$ cat config.mk
export PLATFORM = sky130hd
export DESIGN_NAME = sync_proc
export DESIGN_NICKNAME = d
export VERILOG_FILES = /design/src/rtl/sync_proc_pkg.sv /design/src/rtl/sync_proc_filter.sv /design/src/rtl/sync_proc_chan.sv /design/src/rtl/sync_proc_sep.sv /design/src/rtl/sync_proc.sv
export SDC_FILE = /design/constraint.sdc
export NUM_CORES = 1
export LEC_CHECK = 0
export ABC_AREA = 1
export CAP_MARGIN = 0
export CORE_ASPECT_RATIO = 0.7
export CORE_MARGIN = 8
export CORE_UTILIZATION = 57
export DETAILED_ROUTE_END_ITERATION = 10
export PLACE_DENSITY = 0.78
export SLEW_MARGIN = 20
export SYNTH_ARGS = -nofsm -noshare
export SYNTH_HDL_FRONTEND = slang
export SYNTH_SLANG_ARGS = --single-unit
$ cat constraint.sdc
create_clock -name clk_i -period 3.3 [get_ports clk_i]
set_clock_uncertainty 0.1 [all_clocks]
set_input_delay 0.99 -clock clk_i [delete_from_list [all_inputs] [get_ports clk_i]]
set_output_delay 0.99 -clock clk_i [all_outputs]
set_load 0.02 [all_outputs]
$ cat src/rtl/sync_proc_pkg.sv
package sync_proc_pkg;

    typedef enum logic {
        SRC_PIN = 1'b0,
        SRC_SEP = 1'b1
    } vsrc_e;

    typedef struct packed {
        logic s1;
        logic s2;
        logic s3;
        logic lvl;
        logic rise;
    } filt_t;

endpackage

$ cat src/rtl/sync_proc_filter.sv
module sync_proc_filter
    import sync_proc_pkg::*;
(
    input  logic clk_i,
    input  logic rst_ni,
    input  logic raw_i,
    output logic lvl_o,
    output logic rise_o
);

    filt_t st_d, st_q;

    always_comb begin
        st_d      = st_q;
        st_d.s1   = raw_i;
        st_d.s2   = st_q.s1;
        st_d.s3   = st_q.s2;
        st_d.rise = 1'b0;
        // accept a new level only after two matching synchronized samples
        if ((st_q.s2 == st_q.s3) && (st_q.s2 != st_q.lvl)) begin
            st_d.lvl  = st_q.s2;
            st_d.rise = st_q.s2;
        end
    end

    always_ff @(posedge clk_i or negedge rst_ni) begin
        if (!rst_ni) st_q <= '0;
        else         st_q <= st_d;
    end

    assign lvl_o  = st_q.lvl;
    assign rise_o = st_q.rise;

endmodule

$ cat src/rtl/sync_proc_chan.sv
module sync_proc_chan #(
    parameter int CNT_W = 14,
    parameter int TO_W  = 16
) (
    input  logic             clk_i,
    input  logic             rst_ni,
    input  logic             lvl_i,
    input  logic             rise_i,
    output logic             pres_o,
    output logic             neg_o,
    output logic [CNT_W-1:0] per_o
);

    localparam logic [CNT_W-1:0] CNT_MAX = '1;
    localparam logic [TO_W-1:0]  TO_MAX  = '1;
    localparam logic [CNT_W-1:0] CNT_ONE = CNT_W'(1);

    typedef struct packed {
        logic [CNT_W-1:0] cnt;
        logic [CNT_W-1:0] hi;
        logic [CNT_W-1:0] lo;
        logic [CNT_W-1:0] per;
        logic             neg;
        logic [TO_W-1:0]  tmo;
        logic             armed;
        logic             pres;
    } chan_t;

    chan_t st_d, st_q;

    always_comb begin
        st_d = st_q;
        if (rise_i) begin
            st_d.per   = st_q.cnt;
            st_d.neg   = (st_q.hi > st_q.lo);
            st_d.cnt   = CNT_ONE;
            st_d.hi    = CNT_ONE;
            st_d.lo    = '0;
            st_d.tmo   = '0;
            st_d.armed = 1'b1;
            if (st_q.armed) st_d.pres = 1'b1;
        end else begin
            if (st_q.cnt != CNT_MAX)          st_d.cnt = st_q.cnt + 1'b1;
            if (lvl_i && st_q.hi != CNT_MAX)  st_d.hi  = st_q.hi + 1'b1;
            if (!lvl_i && st_q.lo != CNT_MAX) st_d.lo  = st_q.lo + 1'b1;
            if (st_q.tmo == TO_MAX) begin
                st_d.armed = 1'b0;
                st_d.pres  = 1'b0;
            end else begin
                st_d.tmo = st_q.tmo + 1'b1;
            end
        end
    end

    always_ff @(posedge clk_i or negedge rst_ni) begin
        if (!rst_ni) st_q <= '0;
        else         st_q <= st_d;
    end

    assign pres_o = st_q.pres;
    assign neg_o  = st_q.neg;
    assign per_o  = st_q.per;

endmodule

$ cat src/rtl/sync_proc_sep.sv
module sync_proc_sep #(
    parameter int CNT_W = 14
) (
    input  logic             clk_i,
    input  logic             rst_ni,
    input  logic             act_i,
    input  logic [CNT_W-1:0] hper_i,
    input  logic [CNT_W-1:0] thr_i,
    output logic             lvl_o,
    output logic             rise_o
);

    localparam logic [CNT_W-1:0] RUN_MAX = '1;

    typedef struct packed {
        logic [CNT_W-1:0] run;
        logic             vs;
        logic             rise;
    } sep_t;

    sep_t             st_d, st_q;
    logic [CNT_W-1:0] thr;

    always_comb begin
        thr = (thr_i != '0) ? thr_i : (hper_i >> 1);
        st_d      = st_q;
        st_d.rise = 1'b0;
        if (!act_i) begin
            st_d.run = '0;
            st_d.vs  = 1'b0;
        end else begin
            if (st_q.run != RUN_MAX) st_d.run = st_q.run + 1'b1;
            if (!st_q.vs && (st_q.run >= thr)) begin
                st_d.vs   = 1'b1;
                st_d.rise = 1'b1;
            end
        end
    end

    always_ff @(posedge clk_i or negedge rst_ni) begin
        if (!rst_ni) st_q <= '0;
        else         st_q <= st_d;
    end

    assign lvl_o  = st_q.vs;
    assign rise_o = st_q.rise;

endmodule

$ cat src/rtl/sync_proc.sv
module sync_proc
    import sync_proc_pkg::*;
#(
    parameter int HCNT_W   = 14,
    parameter int VCNT_W   = 20,
    parameter int HTO_W    = 16,
    parameter int VTO_W    = 20,
    parameter int INS_PW   = 8,
    parameter int VGAP_MIN = 256
) (
    input  logic              clk_i,
    input  logic              rst_ni,
    input  logic              hsync_i,
    input  logic              vsync_i,
    input  logic              vsel_i,
    input  logic              ins_en_i,
    input  logic              hxor_i,
    input  logic              vxor_i,
    input  logic [HCNT_W-1:0] sep_thr_i,
    output logic              hsync_o,
    output logic              vblank_o,
    output logic              h_present_o,
    output logic              v_present_o,
    output logic              cv_present_o,
    output logic              h_pol_neg_o,
    output logic              v_pol_neg_o,
    output logic              cv_pol_neg_o,
    output logic [HCNT_W-1:0] h_period_o,
    output logic [VCNT_W-1:0] v_period_o,
    output logic [VCNT_W-1:0] cv_period_o
);

    localparam int                GAP_W  = $clog2(VGAP_MIN + 1);
    localparam logic [GAP_W-1:0]  GAP_LIM = GAP_W'(VGAP_MIN);
    localparam logic [HCNT_W-1:0] PW_LIM  = HCNT_W'(INS_PW);
    localparam logic [HCNT_W:0]   PH_ONE  = (HCNT_W+1)'(1);

    typedef struct packed {
        logic [HCNT_W-1:0] ph;
        logic              hact;
        logic              vprev;
        logic [GAP_W-1:0]  gap;
        logic              vbl;
        logic              hout;
    } top_t;

    top_t              st_d, st_q;
    logic              h_lvl, h_rise, v_lvl, v_rise, cv_lvl, cv_rise;
    logic              h_act, v_pin_act, v_sel_act, insert, h_align, vbl;
    logic [HCNT_W-1:0] h_per;

    sync_proc_filter u_hflt (
        .clk_i (clk_i), .rst_ni(rst_ni), .raw_i(hsync_i),
        .lvl_o (h_lvl), .rise_o(h_rise)
    );

    sync_proc_filter u_vflt (
        .clk_i (clk_i), .rst_ni(rst_ni), .raw_i(vsync_i),
        .lvl_o (v_lvl), .rise_o(v_rise)
    );

    sync_proc_chan #(.CNT_W(HCNT_W), .TO_W(HTO_W)) u_hchan (
        .clk_i (clk_i), .rst_ni(rst_ni), .lvl_i(h_lvl), .rise_i(h_rise),
        .pres_o(h_present_o), .neg_o(h_pol_neg_o), .per_o(h_per)
    );

    sync_proc_chan #(.CNT_W(VCNT_W), .TO_W(VTO_W)) u_vchan (
        .clk_i (clk_i), .rst_ni(rst_ni), .lvl_i(v_lvl), .rise_i(v_rise),
        .pres_o(v_present_o), .neg_o(v_pol_neg_o), .per_o(v_period_o)
    );

    assign h_act     = h_lvl ^ h_pol_neg_o;
    assign v_pin_act = v_lvl ^ v_pol_neg_o;

    sync_proc_sep #(.CNT_W(HCNT_W)) u_sep (
        .clk_i (clk_i), .rst_ni(rst_ni), .act_i(h_act),
        .hper_i(h_per), .thr_i(sep_thr_i),
        .lvl_o (cv_lvl), .rise_o(cv_rise)
    );

    sync_proc_chan #(.CNT_W(VCNT_W), .TO_W(VTO_W)) u_cvchan (
        .clk_i (clk_i), .rst_ni(rst_ni), .lvl_i(cv_lvl), .rise_i(cv_rise),
        .pres_o(cv_present_o), .neg_o(cv_pol_neg_o), .per_o(cv_period_o)
    );

    assign h_period_o = h_per;
    assign v_sel_act  = (vsrc_e'(vsel_i) == SRC_SEP) ? cv_lvl : v_pin_act;

    always_comb begin
        st_d    = st_q;
        insert  = ins_en_i & v_sel_act;
        h_align = h_act & ~st_q.hact;

        // local line phase: realigned by real lines, free-running while inserting
        st_d.hact = h_act;
        if (!insert && h_align) begin
            st_d.ph = '0;
        end else if (({1'b0, st_q.ph} + PH_ONE) >= {1'b0, h_per}) begin
            st_d.ph = '0;
        end else begin
            st_d.ph = st_q.ph + 1'b1;
        end
        st_d.hout = insert ? (st_q.ph < PW_LIM) : h_act;

        // vertical blanking with minimum spacing between accepted starts
        st_d.vprev = v_sel_act;
        if (st_q.gap < GAP_LIM) st_d.gap = st_q.gap + 1'b1;
        if (v_sel_act && !st_q.vprev && (st_q.gap >= GAP_LIM)) begin
            st_d.vbl = 1'b1;
            st_d.gap = '0;
        end
        if (!v_sel_act) st_d.vbl = 1'b0;
    end

    always_ff @(posedge clk_i or negedge rst_ni) begin
        if (!rst_ni) begin
            st_q     <= '0;
            st_q.gap <= GAP_LIM;
        end else begin
            st_q <= st_d;
        end
    end

    assign vbl      = st_q.vbl;
    assign hsync_o  = st_q.hout ^ hxor_i;
    assign vblank_o = vbl ^ vxor_i;

endmodule

### Yosys cells after proc, flatten, opt, wreduce, memory -nomap -nowiden

Index checks and enable logic that the tools add are counted.

| storage, ports and cells | value |
|---|---|
| bits in registers | 334 |
| latch bits | 0 |
| memory bits (writable) | 0 |
| bits in read-only memories | 0 |
| input port bits | 22 |
| output and inout bits | 62 |
| logic and storage cells | 172 |
| memories kept | 0 |

| cells by class | value |
|---|---|
| $add $sub $neg | 16 |
| $mul | 0 |
| divide/modulo/power cells | 0 |
| $lt $le $gt $ge | 8 |
| equality and inequality tests | 26 |
| shifts and indexed selects | 0 |
| multiplexer cells | 38 |
| bitwise operators | 7 |
| reductions and logical operators | 34 |

Operators by type and width:

| operator | count |
|---|---|
| $add 20x1->20 const B | 8 |
| $mux 20 | 8 |
| $mux 60 | 2 |
| $ne 20x20->1 const B | 6 |
| $mux 14 | 7 |
| $add 14x1->14 const B | 5 |
| $ne 14x14->1 const B | 4 |
| $mux 22 | 2 |
| $mux 42 | 1 |
| $eq 20x20->1 const B | 2 |
| $gt 20x20->1 | 2 |
| $reduce_bool 2->1 | 13 |
| $mux 18 | 1 |
| $add 16x1->16 const B | 1 |
| $eq 16x16->1 const B | 1 |
| $mux 16 | 1 |
| $add 14x1->15 const B | 1 |
| $ge 15x14->1 | 1 |
| $mux 15 | 1 |
| $ge 14x14->1 | 1 |
| $gt 14x14->1 | 1 |
| $lt 14x4->1 const B | 1 |
| $reduce_bool 14->1 | 1 |
| $logic_and 1x1->1 | 12 |
| other kinds (16) | 46 |

### Depth between registers and ports, before layout

| depth | value |
|---|---|
| word-level depth | 6 |
| depth in mapped cells | 17 |
| mapped depth without buffers | 16 |

### Hierarchy

A second synthesis with hierarchy kept.

| second synthesis, totals | value |
|---|---|
| cell total of the unflattened synthesis | 2986 |
| area total of the unflattened synthesis | 21371.7 µm² |

Modules (own cells, without submodules):

| module | times used | cells each | area each (µm²) | seq. area each (µm²) |
|---|---|---|---|---|
| sync_proc_chan at u_cvchan ... | 2 | 919 | 6530.0 | 2577.5 |
| sync_proc_chan at u_hchan | 1 | 642 | 4618.2 | 1876.8 |
| sync_proc | 1 | 275 | 1961.9 | 676.9 |
| sync_proc_sep | 1 | 211 | 1441.4 | 400.4 |
| sync_proc_filter | 2 | 10 | 145.1 | 125.1 |

### Worst setup path after synthesis

Ideal clock, no wire load.

| timing | value |
|---|---|
| path kind | input -> register |
| start | in sep_thr_i[9] |
| end | reg u_sep.st_q, in the netlist u_sep.lvl_o |
| setup time | 0.065 ns |
| data arrival time | 2.808 ns |
| required time | 3.135 ns |
| path slack | 0.327 ns |
| stages on the path | 14 |
| buffers on the path | 0 |
| cell sequence | nor2_1 nand2_1 nor3_1 nand2_1 o21bai_1 inv_1 ha_1 nand2_1 nor2_1 nor3b_1 nand2_1 nand3_1 nand2_1 nand2_1 |

| on the way | value |
|---|---|
| longest elaborated chain between the ends | 5 |

RTL lines:

| item | line | source |
|---|---|---|
| start: declaration | sync_proc.sv:19 | `input logic [HCNT_W-1:0] sep_thr_i,` |
| $reduce_bool 14->1 | sync_proc_sep.sv:25 | `thr = (thr_i != '0) ? thr_i : (hper_i >> 1);` |
| $mux 14 * | sync_proc_sep.sv:25 |  |
| $ge 14x14->1 * | sync_proc_sep.sv:33 | `if (!st_q.vs && (st_q.run >= thr)) begin` |
| $logic_and 1x1->1 * | sync_proc_sep.sv:33 |  |
| $ne 2x1->1 (no line) * | - |  |
| end signal: assignment | sync_proc_sep.sv:42 | `else st_q <= st_d;` |
| end: declaration | sync_proc_sep.sv:21 | `sep_t st_d, st_q;` |

Every way passes the cells marked *; elsewhere a longest branch is shown, timed or not.
A chain may end at the register's enable or synchronous reset.

### Worst setup path after layout

| timing | value |
|---|---|
| start | in vxor_i |
| end | out vblank_o |

| on the way | value |
|---|---|
| longest elaborated chain between the ends | 1 |

RTL lines:

| item | line | source |
|---|---|---|
| start: declaration | sync_proc.sv:18 | `input logic vxor_i,` |
| $xor 1x1->1 | sync_proc.sv:126 | `assign vblank_o = vbl ^ vxor_i;` |
| end: declaration | sync_proc.sv:21 | `output logic vblank_o,` |

No other way between the ends.

==> flow_metrics.env <==
export IMPL_synth_nets=2979
export IMPL_maxCapViolCount=0
export IMPL_crit_fanout=1
export IMPL_placed_cell_area_um2=21700
export IMPL_overflow=0
export IMPL_viasPerCell=5.58
export IMPL_synthFlopType="dfrtp_1"
export IMPL_setup_viol=0
export IMPL_worst_pin_slew_ns=0.798
export IMPL_gp_congestion=0.933
export IMPL_cp_end_kind="output pin"
export IMPL_drc_errors=0
export IMPL_worst_ep_required_time_ns=2.21
export IMPL_drt_first_pass_iters=6
export IMPL_rrSetupSlack_ns=0.50
export IMPL_drive_above_1_share=0.0562
export IMPL_clockBufferDepth=3
export IMPL_cp_start_kind="input port"
export IMPL_numCtsBuffers=36
export IMPL_slew_viol_final=0
export IMPL_drt_initial_drc_count=1982
export IMPL_drt_total_wl_um=50900
export IMPL_hold_viol_final=0
export IMPL_fp_dieW_um=244
export IMPL_p_per_area_nw_per_um2=527
export IMPL_port_buffers=83
export IMPL_final_cell_area_um2=22900
export IMPL_ys_async_sr_fraction=1.00
export IMPL_tns_ns=0
export IMPL_holdCritPathClass="reg -> reg"
export IMPL_yosysTopAreaCell="dfrtp_1"
export IMPL_grt_pass1_wl_um=86200
export IMPL_synth_seq_cells=334
export IMPL_cts_root_buf="clkbuf_16"
export IMPL_cts_setup_buffers=0
export IMPL_syn_inst=2860
export IMPL_status="finished clean"
export IMPL_routedWlPerCell_um=15.0
export IMPL_clk_latency_ns=0.55
export IMPL_syn_avg_cell_area_um2=7.25
export IMPL_path_clk_slew_ns=0.06
export IMPL_fin_hold_ws_ns=0.249
export IMPL_grt_pass1_vias=17597
export IMPL_netlist_area_leader_share=0.402
export IMPL_cts_tree="built"
export IMPL_grt_start_max_net_pins=78
export IMPL_grt_util_all_layers=0.235
export IMPL_ctsHoldBuffers=0
export IMPL_diodes=0
export IMPL_setup_ws_ns=0.256
export IMPL_layout_area_overhead_vs_synth_pct=10.6
export IMPL_nets=3012
export IMPL_rsz0062_at_grt="false"
export IMPL_crit_arrival_ns=1.95
export IMPL_synth_area_leaders="dfrtp_1 (40%), nand2_1 (16%), nand3_1 (6.5%)"
export IMPL_rows=58
export IMPL_antenna_found_initial=0
export IMPL_place_hpwl_um=36800
export IMPL_crit_type="in -> out"
export IMPL_die_area_um2=42800
export IMPL_dp_slack_ns=-0.101
export IMPL_final_antenna_net_count=0
export IMPL_h_tree_depth=2
export IMPL_max_slew_margin_rel=0.466
export IMPL_coreArea_um2=35800
export IMPL_power_leakage_uw=0.0113
export IMPL_start_util=0.578
export IMPL_ys_types=49
export IMPL_layout_min_cycle_time_ns=3.04
export IMPL_die_y_um=176
export IMPL_synth_edff_count=0
export IMPL_irDropWorstVdd_mv=0.389
export IMPL_yosysWarningCount=0
export IMPL_clock_fmax_mhz=328
export IMPL_ios=84
export IMPL_synth_yosys_seq_area_share=0.403
export IMPL_clock_sinks=334
export IMPL_netlist_area_um2=20700
export IMPL_cts_resized=2
export IMPL_dr_total_vias=18974
export IMPL_fin_crit_sh=0.923
[per-layer routing]
layer,vias to the layer above,global-route usage,wire length (µm)
li1,9299,-,-
met1,8883,0.353,24300
met2,725,0.352,21900
met3,67,0.0396,3940
met4,0,0.0496,661
met5,-,0,0
[final timing paths]
check,to,start,depth (start not counted)
max,vblank_o,vxor_i,3
min,u_hflt.st_d[2]$_DFF_PN0_,u_hflt.st_d[3]$_DFF_PN0_,0
max reg2reg,st_q[18]$_DFF_PN0_,st_q[13]$_DFF_PN0_,15
min reg2reg,u_hflt.st_d[2]$_DFF_PN0_,u_hflt.st_d[3]$_DFF_PN0_,0
max in group asynchronous,u_cvchan.st_q[2]$_DFFE_PN0P_,rst_ni,2
min in group asynchronous,u_hchan.st_q[16]$_DFFE_PN0P_,rst_ni,1
[placed cells by master, fill, tap and decap left out, types with 38 or more instances in the layout]
| cell type | netlist | routed |
|---|---|---|
| clkbuf_16 | 0 | 38 |
| clkdlybuf4s50_1 | 0 | 80 |
| xor2_1 | 51 | 51 |
| dfrtp_1 | 333 | 333 |
| a21oi_1 | 49 | 49 |
| ha_1 | 97 | 97 |
| nand2_1 | 894 | 894 |
| nand4_1 | 94 | 94 |
| nor3_1 | 61 | 61 |
| o21ai_0 | 124 | 124 |
| inv_1 | 291 | 291 |
| nand3_1 | 269 | 269 |
| nor2_1 | 310 | 310 |
[Yosys cell counts (all sizes together), types with 15 or more instances]
library cell	count
nand2	902
dfrtp	333
nor2	325
inv	302
nand3	273
o21ai	135
buf	102
ha	97
nand4	94
nor3	67
a21oi	51
xor2	51
o31ai	24
clkbuf	19
o21bai	15
[critical path, cell delays in order]
cell and delay [ns]:
clkdlybuf4s50_1 0.47, xor2_1 0.13, dlygate4sd2_1 0.36
[metrics by stage]
stage	util	instances	power, µW
floorplan	-	2860	7110
global placement	0.606	3335	7810
detailed placement	0.606	3335	7940
CTS	0.640	3400	12100
global route	0.640	3400	12800
finish	0.640	3400	12100
[registers in the layout (all words and copies together) (netlist names), 14 cells and up]
name and count:
u_vchan.st_q 81, st_q 26, u_cvchan.per_o 20, u_cvchan.st_q 81
u_hchan.per_o 14, u_sep.st_q 14, u_hchan.st_q 59, u_vchan.per_o 20
[cell families after synthesis]
kind of cell	after synthesis	share of synthesized area
flip-flops	334	0.403
XOR/XNOR	60	0.0253
adder cells (fa/ha/maj)	97	0.0585
buffers and inverters	425	0.0919
AND/OR/NAND/NOR	1701	0.354
AO/OA/AOI/OAI	243	0.0670
[cell type report]
class	count	area (µm²)
tap	480	601
clock inverter	15	170
clock buffer	50	1050
timing repair buffer	116	1140
sequential	334	8360
fill	3107	12900
multi-input combinational	2101	10500
inverter	304	1150
[where the power goes]
part | internal [µW] | switching, µW | leakage [µW] | total (µW)
registers | 4600 | 601 | 0.00449 | 5200
clock network | 2470 | 1730 | 0.000603 | 4190
logic | 997 | 1710 | 0.00619 | 2700
(Power assumes the default switching activity.)
